===== config.mk =====
export PLATFORM = sky130hd
export DESIGN_NAME = mpuart_top
export DESIGN_NICKNAME = d
export VERILOG_FILES = /design/src/rtl/mpuart_pkg.sv /design/src/rtl/mpuart_sync.sv /design/src/rtl/mpuart_tx.sv /design/src/rtl/mpuart_rx.sv /design/src/rtl/mpuart_top.sv
export SDC_FILE = /design/constraint.sdc
export NUM_CORES = 1
export LEC_CHECK = 0
export ABC_CLOCK_PERIOD_IN_PS = 1950
export BUFFER_PORTS_ARGS = -buffer_cell sky130_fd_sc_hd__buf_2
export CORE_MARGIN = 5
export CORE_UTILIZATION = 35
export DETAILED_ROUTE_END_ITERATION = 10
export PLACE_DENSITY = 0.48
export SYNTH_ARGS = -nofsm -noshare
export SYNTH_HDL_FRONTEND = slang
export SYNTH_SLANG_ARGS = --single-unit
export TNS_END_PERCENT = 30

===== constraint.sdc =====
create_clock -name clk -period 1.95 [get_ports clk]
set_input_delay 0.39 -clock clk [delete_from_list [all_inputs] [get_ports clk]]
set_output_delay 0.39 -clock clk [all_outputs]
set_load 0.01 [all_outputs]

===== src/rtl/mpuart_pkg.sv =====
// Shared constants and types for the multiprocessor UART.
// Assumes: the mode field encoding is fixed by the register layout.
package mpuart_pkg;
    localparam logic [1:0] MODE_OFF = 2'b00;
    localparam logic [1:0] MODE_8B  = 2'b01;

    // Control register bit positions.
    localparam int B_MODE_HI = 7;
    localparam int B_MODE_LO = 6;
    localparam int B_MPEN    = 5;
    localparam int B_REN     = 4;
    localparam int B_TB9     = 3;
    localparam int B_RB9     = 2;
    localparam int B_TDONE   = 1;
    localparam int B_RDONE   = 0;

    typedef enum logic [1:0] {
        RX_IDLE  = 2'd0,
        RX_START = 2'd1,
        RX_BITS  = 2'd2,
        RX_STOP  = 2'd3
    } rx_state_e;
endpackage


===== src/rtl/mpuart_sync.sv =====
// Input synchronizer for the asynchronous receive line.
// Assumes: STAGES >= 1; resets to the idle (high) line level.
module mpuart_sync #(
    parameter int STAGES = 2
) (
    input  logic clk,
    input  logic rst_n,
    input  logic d,
    output logic q
);
    generate
        if (STAGES == 1) begin : g_one
            logic r;
            // Single retiming flop.
            always_ff @(posedge clk) begin
                if (!rst_n) r <= 1'b1;
                else        r <= d;
            end
            assign q = r;
        end else begin : g_chain
            logic [STAGES-1:0] r;
            // Shift the line through a flop chain.
            always_ff @(posedge clk) begin
                if (!rst_n) r <= '1;
                else        r <= {r[STAGES-2:0], d};
            end
            assign q = r[STAGES-1];
        end
    endgenerate
endmodule


===== src/rtl/mpuart_tx.sv =====
// Transmit shift engine: sends start, 8 data bits LSB first, an optional
// ninth bit and a stop bit, OVS ticks per bit.
// Assumes: start is only honoured while idle; ninth bit is latched at start.
module mpuart_tx #(
    parameter int OVS = 16
) (
    input  logic       clk,
    input  logic       rst_n,
    input  logic       tick,
    input  logic       start,
    input  logic       nine,
    input  logic       bit9,
    input  logic [7:0] data,
    output logic       txd,
    output logic       busy,
    output logic       done
);
    localparam int TW = (OVS > 1) ? $clog2(OVS) : 1;
    localparam int FW = 11;

    logic [FW-1:0] frame;
    logic [TW-1:0] tcnt;
    logic [3:0]    bidx;
    logic [3:0]    last;

    // Load a frame on start, then shift one bit every OVS ticks.
    always_ff @(posedge clk) begin
        if (!rst_n) begin
            frame <= '1;
            tcnt  <= '0;
            bidx  <= '0;
            last  <= '0;
            busy  <= 1'b0;
            done  <= 1'b0;
        end else begin
            done <= 1'b0;
            if (!busy) begin
                if (start) begin
                    frame <= nine ? {1'b1, bit9, data, 1'b0} : {2'b11, data, 1'b0};
                    last  <= nine ? 4'd10 : 4'd9;
                    busy  <= 1'b1;
                    tcnt  <= '0;
                    bidx  <= '0;
                end
            end else if (tick) begin
                if (tcnt == TW'(OVS - 1)) begin
                    tcnt <= '0;
                    if (bidx == last) begin
                        busy <= 1'b0;
                        done <= 1'b1;
                    end else begin
                        frame <= {1'b1, frame[FW-1:1]};
                        bidx  <= bidx + 4'd1;
                    end
                end else begin
                    tcnt <= tcnt + TW'(1);
                end
            end
        end
    end

    // Line is high whenever no frame is in flight.
    assign txd = busy ? frame[0] : 1'b1;
endmodule


===== src/rtl/mpuart_rx.sv =====
// Receive shift engine: finds a falling edge, confirms the start bit at
// mid-bit, samples data, optional ninth bit and stop bit at mid-bit.
// Assumes: rxd is already synchronized; en low aborts any frame.
module mpuart_rx #(
    parameter int OVS = 16
) (
    input  logic       clk,
    input  logic       rst_n,
    input  logic       tick,
    input  logic       en,
    input  logic       nine,
    input  logic       rxd,
    output logic       busy,
    output logic       done,
    output logic [7:0] data,
    output logic       bit9,
    output logic       stop
);
    import mpuart_pkg::*;

    localparam int TW   = (OVS > 1) ? $clog2(OVS) : 1;
    localparam int HALF = OVS / 2;

    rx_state_e     st;
    logic          prev;
    logic [TW-1:0] tcnt;
    logic [3:0]    bidx;
    logic [8:0]    sh;
    logic [3:0]    last;

    // Index of the final data bit for the active format.
    always_comb last = nine ? 4'd8 : 4'd7;

    // Frame state machine with mid-bit sampling.
    always_ff @(posedge clk) begin
        if (!rst_n) begin
            st   <= RX_IDLE;
            prev <= 1'b1;
            tcnt <= '0;
            bidx <= '0;
            sh   <= '0;
            done <= 1'b0;
            data <= '0;
            bit9 <= 1'b0;
            stop <= 1'b0;
        end else begin
            prev <= rxd;
            done <= 1'b0;
            if (!en) begin
                st <= RX_IDLE;
            end else begin
                case (st)
                    RX_IDLE: begin
                        tcnt <= '0;
                        if (prev && !rxd) st <= RX_START;
                    end
                    RX_START: if (tick) begin
                        if (tcnt == TW'(HALF - 1)) begin
                            tcnt <= '0;
                            bidx <= '0;
                            st   <= rxd ? RX_IDLE : RX_BITS;
                        end else begin
                            tcnt <= tcnt + TW'(1);
                        end
                    end
                    RX_BITS: if (tick) begin
                        if (tcnt == TW'(OVS - 1)) begin
                            tcnt <= '0;
                            sh   <= {rxd, sh[8:1]};
                            if (bidx == last) st <= RX_STOP;
                            else              bidx <= bidx + 4'd1;
                        end else begin
                            tcnt <= tcnt + TW'(1);
                        end
                    end
                    RX_STOP: if (tick) begin
                        if (tcnt == TW'(OVS - 1)) begin
                            tcnt <= '0;
                            stop <= rxd;
                            data <= nine ? sh[7:0] : sh[8:1];
                            bit9 <= sh[8];
                            done <= 1'b1;
                            st   <= RX_IDLE;
                        end else begin
                            tcnt <= tcnt + TW'(1);
                        end
                    end
                    default: st <= RX_IDLE;
                endcase
            end
        end
    end

    assign busy = (st != RX_IDLE);
endmodule


===== src/rtl/mpuart_top.sv =====
// Multiprocessor UART: control/status register, data register, transmit
// and receive engines, address filter and interrupt.
// Assumes: baud_tick pulses OVS times per bit; reg port is single-cycle.
module mpuart_top #(
    parameter int OVS         = 16,
    parameter int SYNC_STAGES = 2
) (
    input  logic       clk,
    input  logic       rst_n,
    input  logic       baud_tick,
    input  logic       reg_wr,
    input  logic       reg_addr,
    input  logic [7:0] reg_wdata,
    output logic [7:0] reg_rdata,
    input  logic       rxd,
    output logic       txd,
    output logic       irq
);
    import mpuart_pkg::*;

    logic [1:0] mode;
    logic       mp_en, ren, tb9, rb9, tdone, rdone;
    logic [7:0] rx_buf;

    logic wr_ctrl, wr_data, nine, tx_start, tx_busy, tx_done;
    logic rxd_s, rx_en, rx_busy, rx_done, rx_bit9, rx_stop, rx_acc;
    logic [7:0] rx_data;

    // Register port decode and frame format.
    always_comb begin
        wr_ctrl  = reg_wr && !reg_addr;
        wr_data  = reg_wr &&  reg_addr;
        nine     = mode[1];
        tx_start = wr_data && (mode != MODE_OFF) && !tx_busy;
        rx_en    = ren && (mode != MODE_OFF);
    end

    // Address filter: decide whether a completed frame is kept.
    always_comb begin
        if (nine) rx_acc = rx_done && (!mp_en || rx_bit9);
        else      rx_acc = rx_done && (!mp_en || rx_stop);
    end

    mpuart_sync #(.STAGES(SYNC_STAGES)) i_sync (
        .clk(clk), .rst_n(rst_n), .d(rxd), .q(rxd_s)
    );

    mpuart_tx #(.OVS(OVS)) i_tx (
        .clk(clk), .rst_n(rst_n), .tick(baud_tick), .start(tx_start),
        .nine(nine), .bit9(tb9), .data(reg_wdata),
        .txd(txd), .busy(tx_busy), .done(tx_done)
    );

    mpuart_rx #(.OVS(OVS)) i_rx (
        .clk(clk), .rst_n(rst_n), .tick(baud_tick), .en(rx_en),
        .nine(nine), .rxd(rxd_s), .busy(rx_busy), .done(rx_done),
        .data(rx_data), .bit9(rx_bit9), .stop(rx_stop)
    );

    // Control register: software write, then hardware updates win.
    always_ff @(posedge clk) begin
        if (!rst_n) begin
            mode   <= MODE_OFF;
            mp_en  <= 1'b0;
            ren    <= 1'b0;
            tb9    <= 1'b0;
            rb9    <= 1'b0;
            tdone  <= 1'b0;
            rdone  <= 1'b0;
            rx_buf <= '0;
        end else begin
            if (wr_ctrl) begin
                mode  <= reg_wdata[B_MODE_HI:B_MODE_LO];
                mp_en <= reg_wdata[B_MPEN];
                ren   <= reg_wdata[B_REN];
                tb9   <= reg_wdata[B_TB9];
                rb9   <= reg_wdata[B_RB9];
                tdone <= reg_wdata[B_TDONE];
                rdone <= reg_wdata[B_RDONE];
            end
            if (tx_done) tdone <= 1'b1;
            if (rx_acc) begin
                rdone  <= 1'b1;
                rb9    <= nine ? rx_bit9 : rx_stop;
                rx_buf <= rx_data;
            end
        end
    end

    // Read mux and interrupt.
    assign reg_rdata = reg_addr ? rx_buf : {mode, mp_en, ren, tb9, rb9, tdone, rdone};
    assign irq       = tdone | rdone;
endmodule


==> run summary <==
Status - completed
Sequential area share after synthesis - 42.7%
Tcrit/Tclk final - 92.5%
Hold endpoint - i_sync.g_chain.r[0]
Post-route minimum period - 1.80 ns
Hold depth - 2
Synthesized flop and latch total - 72
Antenna fix cells - 0
Design area - 3820 µm²
Worst Max-Slew Pin Slew - 0.619 ns
HPWL after detailed placement - 4.96 mm
Starting Density - 36.2%
FF-to-FF End - i_rx.bidx[1]
Vias in the first global route - 2426
1st-pass router iterations - 4
Achievable Freq - 0.555 GHz
Critical Path RT - 1.56 ns
Port bufs - 23
Clock-pin slew on the worst setup and hold paths - 0.08 ns
Pin count of the biggest net entering global routing - 41
Hold_buf cts - 0
Worst-Skew Late Latency - 0.35 ns
Placer Congestion - 0.783
CP max FO - 9
Vias post-DR - 2541
Synth area leader - dfxtp_1
Peak VDD IR - 0.397 mV
Clock Skew - 0.0121 ns
Synthesized area - 3380 µm²
Area growth syn-to-layout - 13.2%
Top-count cell post-synth - dfxtp_1
Crit. End Element - primary output
Die footprint - 11700 µm²
Reg2reg path depth - 5
Crit path launch type - flip-flop
Die Y - 108 µm
Clock sinks - 72
Via/cell ratio - 4.89
Crit Reg-Reg Startpoint - i_rx.tcnt[1]
CTS H-tree depth - 3
Netlist cell types - 44
Hold_sp - rxd
Final setup fails - 0
Die W - 108 µm
Static Leak - 1.43 nW
YS warnings - 0
CTS tree - built
Synth top area share - 42.7%
Num rows - 35
I/O Pins - 24
Reg2Reg Setup Slack - 0.17 ns
Initial antenna violation count - 0
DR iter-0 viols - 89
TNS Setup - 0 ns
Core area - 9330 µm²
Synth area leaders - dfxtp_1 43%, mux2i_1 12%, nor2b_1 5.2%
All-Layer GR Usage - 13.3%
Dpl cell area - 3620 µm²
Max-slew headroom - 58.5%
HP Class - input pin to flip-flop
Fillers - 967
Max-slew violations - 0
Maxcap violations - 0
Share of cells above drive strength 1 - 17.4%
Clock Path Buffers - 2
Syn Inst Count - 366
Kind of critical path - flip-flop to primary output
Post-Syn Nets - 384
# nets final - 404
RSZ-0062 raised after global routing - false
Gr ovfl total - 0
Routed WL - 7.16 mm
Syn avg cell area - 9.23 µm²
Post-synth EDFFs - 0
Pwr Density - 731 nW/µm²
DRC Markers - 0
Share of flip-flops with an asynchronous set or reset - 0%
Hold Fails Final Rpt - 0
Cts bufs inserted - 9
Wire per inst - 13.8 µm
Main synth FF type - dfxtp_1
Commonest cells post-synth - 72 x dfxtp_1, 40 x mux2i_1, 38 x nand2_1, 28 x nor2b_1, 19 x nor2_1
Final ANT Viol Nets - 0
Root Buffer - clkbuf_8
First-pass GRT wire length - 12.3 mm
Worst EP arrival - 1.41 ns
==> worst max path at each step <==
stage	startpoint	to	slack [ns]
finish	mode[1]	reg_rdata[7]	0.15
global route	i_rx.tcnt[1]	i_rx.bidx[3]	0.03
CTS	i_rx.tcnt[0]	i_rx.bidx[1]	0.1
detailed placement	i_tx.bidx[1]	i_tx.frame[5]	0.12
global placement	i_rx.tcnt[0]	i_rx.bidx[0]	0.14
floorplan	i_tx.bidx[1]	i_tx.frame[8]	0.21
==> worst max-delay path, cell delays in order, from the launching register on <==
cell,delay (ns)
dfxtp_1,0.57
buf_4,0.21
mux2_2,0.16
buf_2,0.13
==> routing by layer <==
metal,GRT usage (%),share of wire [%],vias up
li1,-,-,1322
met5,0,0,-
met3,4.24,2.9,11
met2,19.9,44,30
met4,4.51,1.9,0
met1,18.1,51,1178
==> power by group <==
part / total (W) / leakage [nW] / internal [W] / switching (W)
Combinational: 0.000164 / 0.758 / 0.0000717 / 0.0000926
Clock: 0.00113 / 0.0888 / 0.000486 / 0.000643
Sequential: 0.00150 / 0.583 / 0.00149 / 0.0000151
Total: 0.00280 / 1.43 / 0.00204 / 0.000751
==> placed cells by master, fill, tap and decap left out, types with 7 or more instances in the layout <==
cell / Yosys / final
nor2_1: 19 / 19
dfxtp_1: 72 / 71
nor3b_1: 9 / 9
nand2b_1: 7 / 7
mux2i_1: 40 / 40
buf_2: 6 / 23
clkbuf_8: 0 / 9
a31oi_1: 10 / 10
o21ai_0: 16 / 16
nor2b_1: 28 / 28
mux2_2: 8 / 8
buf_4: 2 / 10
a21oi_1: 15 / 15
nand2_1: 38 / 38
a21boi_0: 8 / 7
o211a_1: 8 / 8
==> layout make-up <==
class	count	area, µm²	share of cell area (%)
flip-flops and latches	72	1440	37.7
repair buffers	33	190	4.97
inverters	6	22.5	0.589
clock inverters	7	61.3	1.60
multi-input cells	264	1820	47.6
clock buffers	9	124	3.24
well taps	129	161	4.22
==> repair_timing <==
item | CTS | global route
gates resized for setup | 0 | 5
setup endpoints to repair | 0 | 15
buffers inserted | 0 | 0
==> metrics by stage <==
stage	hold slack (ns)	utilization (%)	total power (W)	instances	setup slack, ns
finish	0.220	41.0	0.00280	520	0.147
global route	0.201	41.0	0.00295	520	0.0277
CTS	0.202	40.8	0.00285	520	0.0964
detailed placement	0.391	38.8	0.00170	504	0.115
global placement	0.393	38.8	0.00170	504	0.145
floorplan	0.386	-	0.00165	366	0.212
==> sequential cells by signal, summed over array words and instances (netlist names), 2 cells and up, named ones only <==
signal            count
i_tx.last             3
i_tx.tcnt             4
rx_buf                8
i_sync.g_chain.r      2
i_tx.frame           10
i_rx.tcnt             4
i_rx.data             8
i_rx.sh               9
i_rx.bidx             4
i_tx.bidx             4
mode                  2
==> kinds of logic (layout without fill, tap and decap cells) <==
group / after synthesis / in the layout / share of synthesized area (%)
simple gates: 134 / 134 / 21.0
compound gates: 73 / 73 / 15.0
flops: 72 / 72 / 42.7
mux: 48 / 48 / 14.5
buf+inv: 30 / 55 / 4.00
xor+xnor: 5 / 5 / 1.30
fa+ha+maj: 4 / 4 / 1.48
Power figures use the tool's default switching activity.
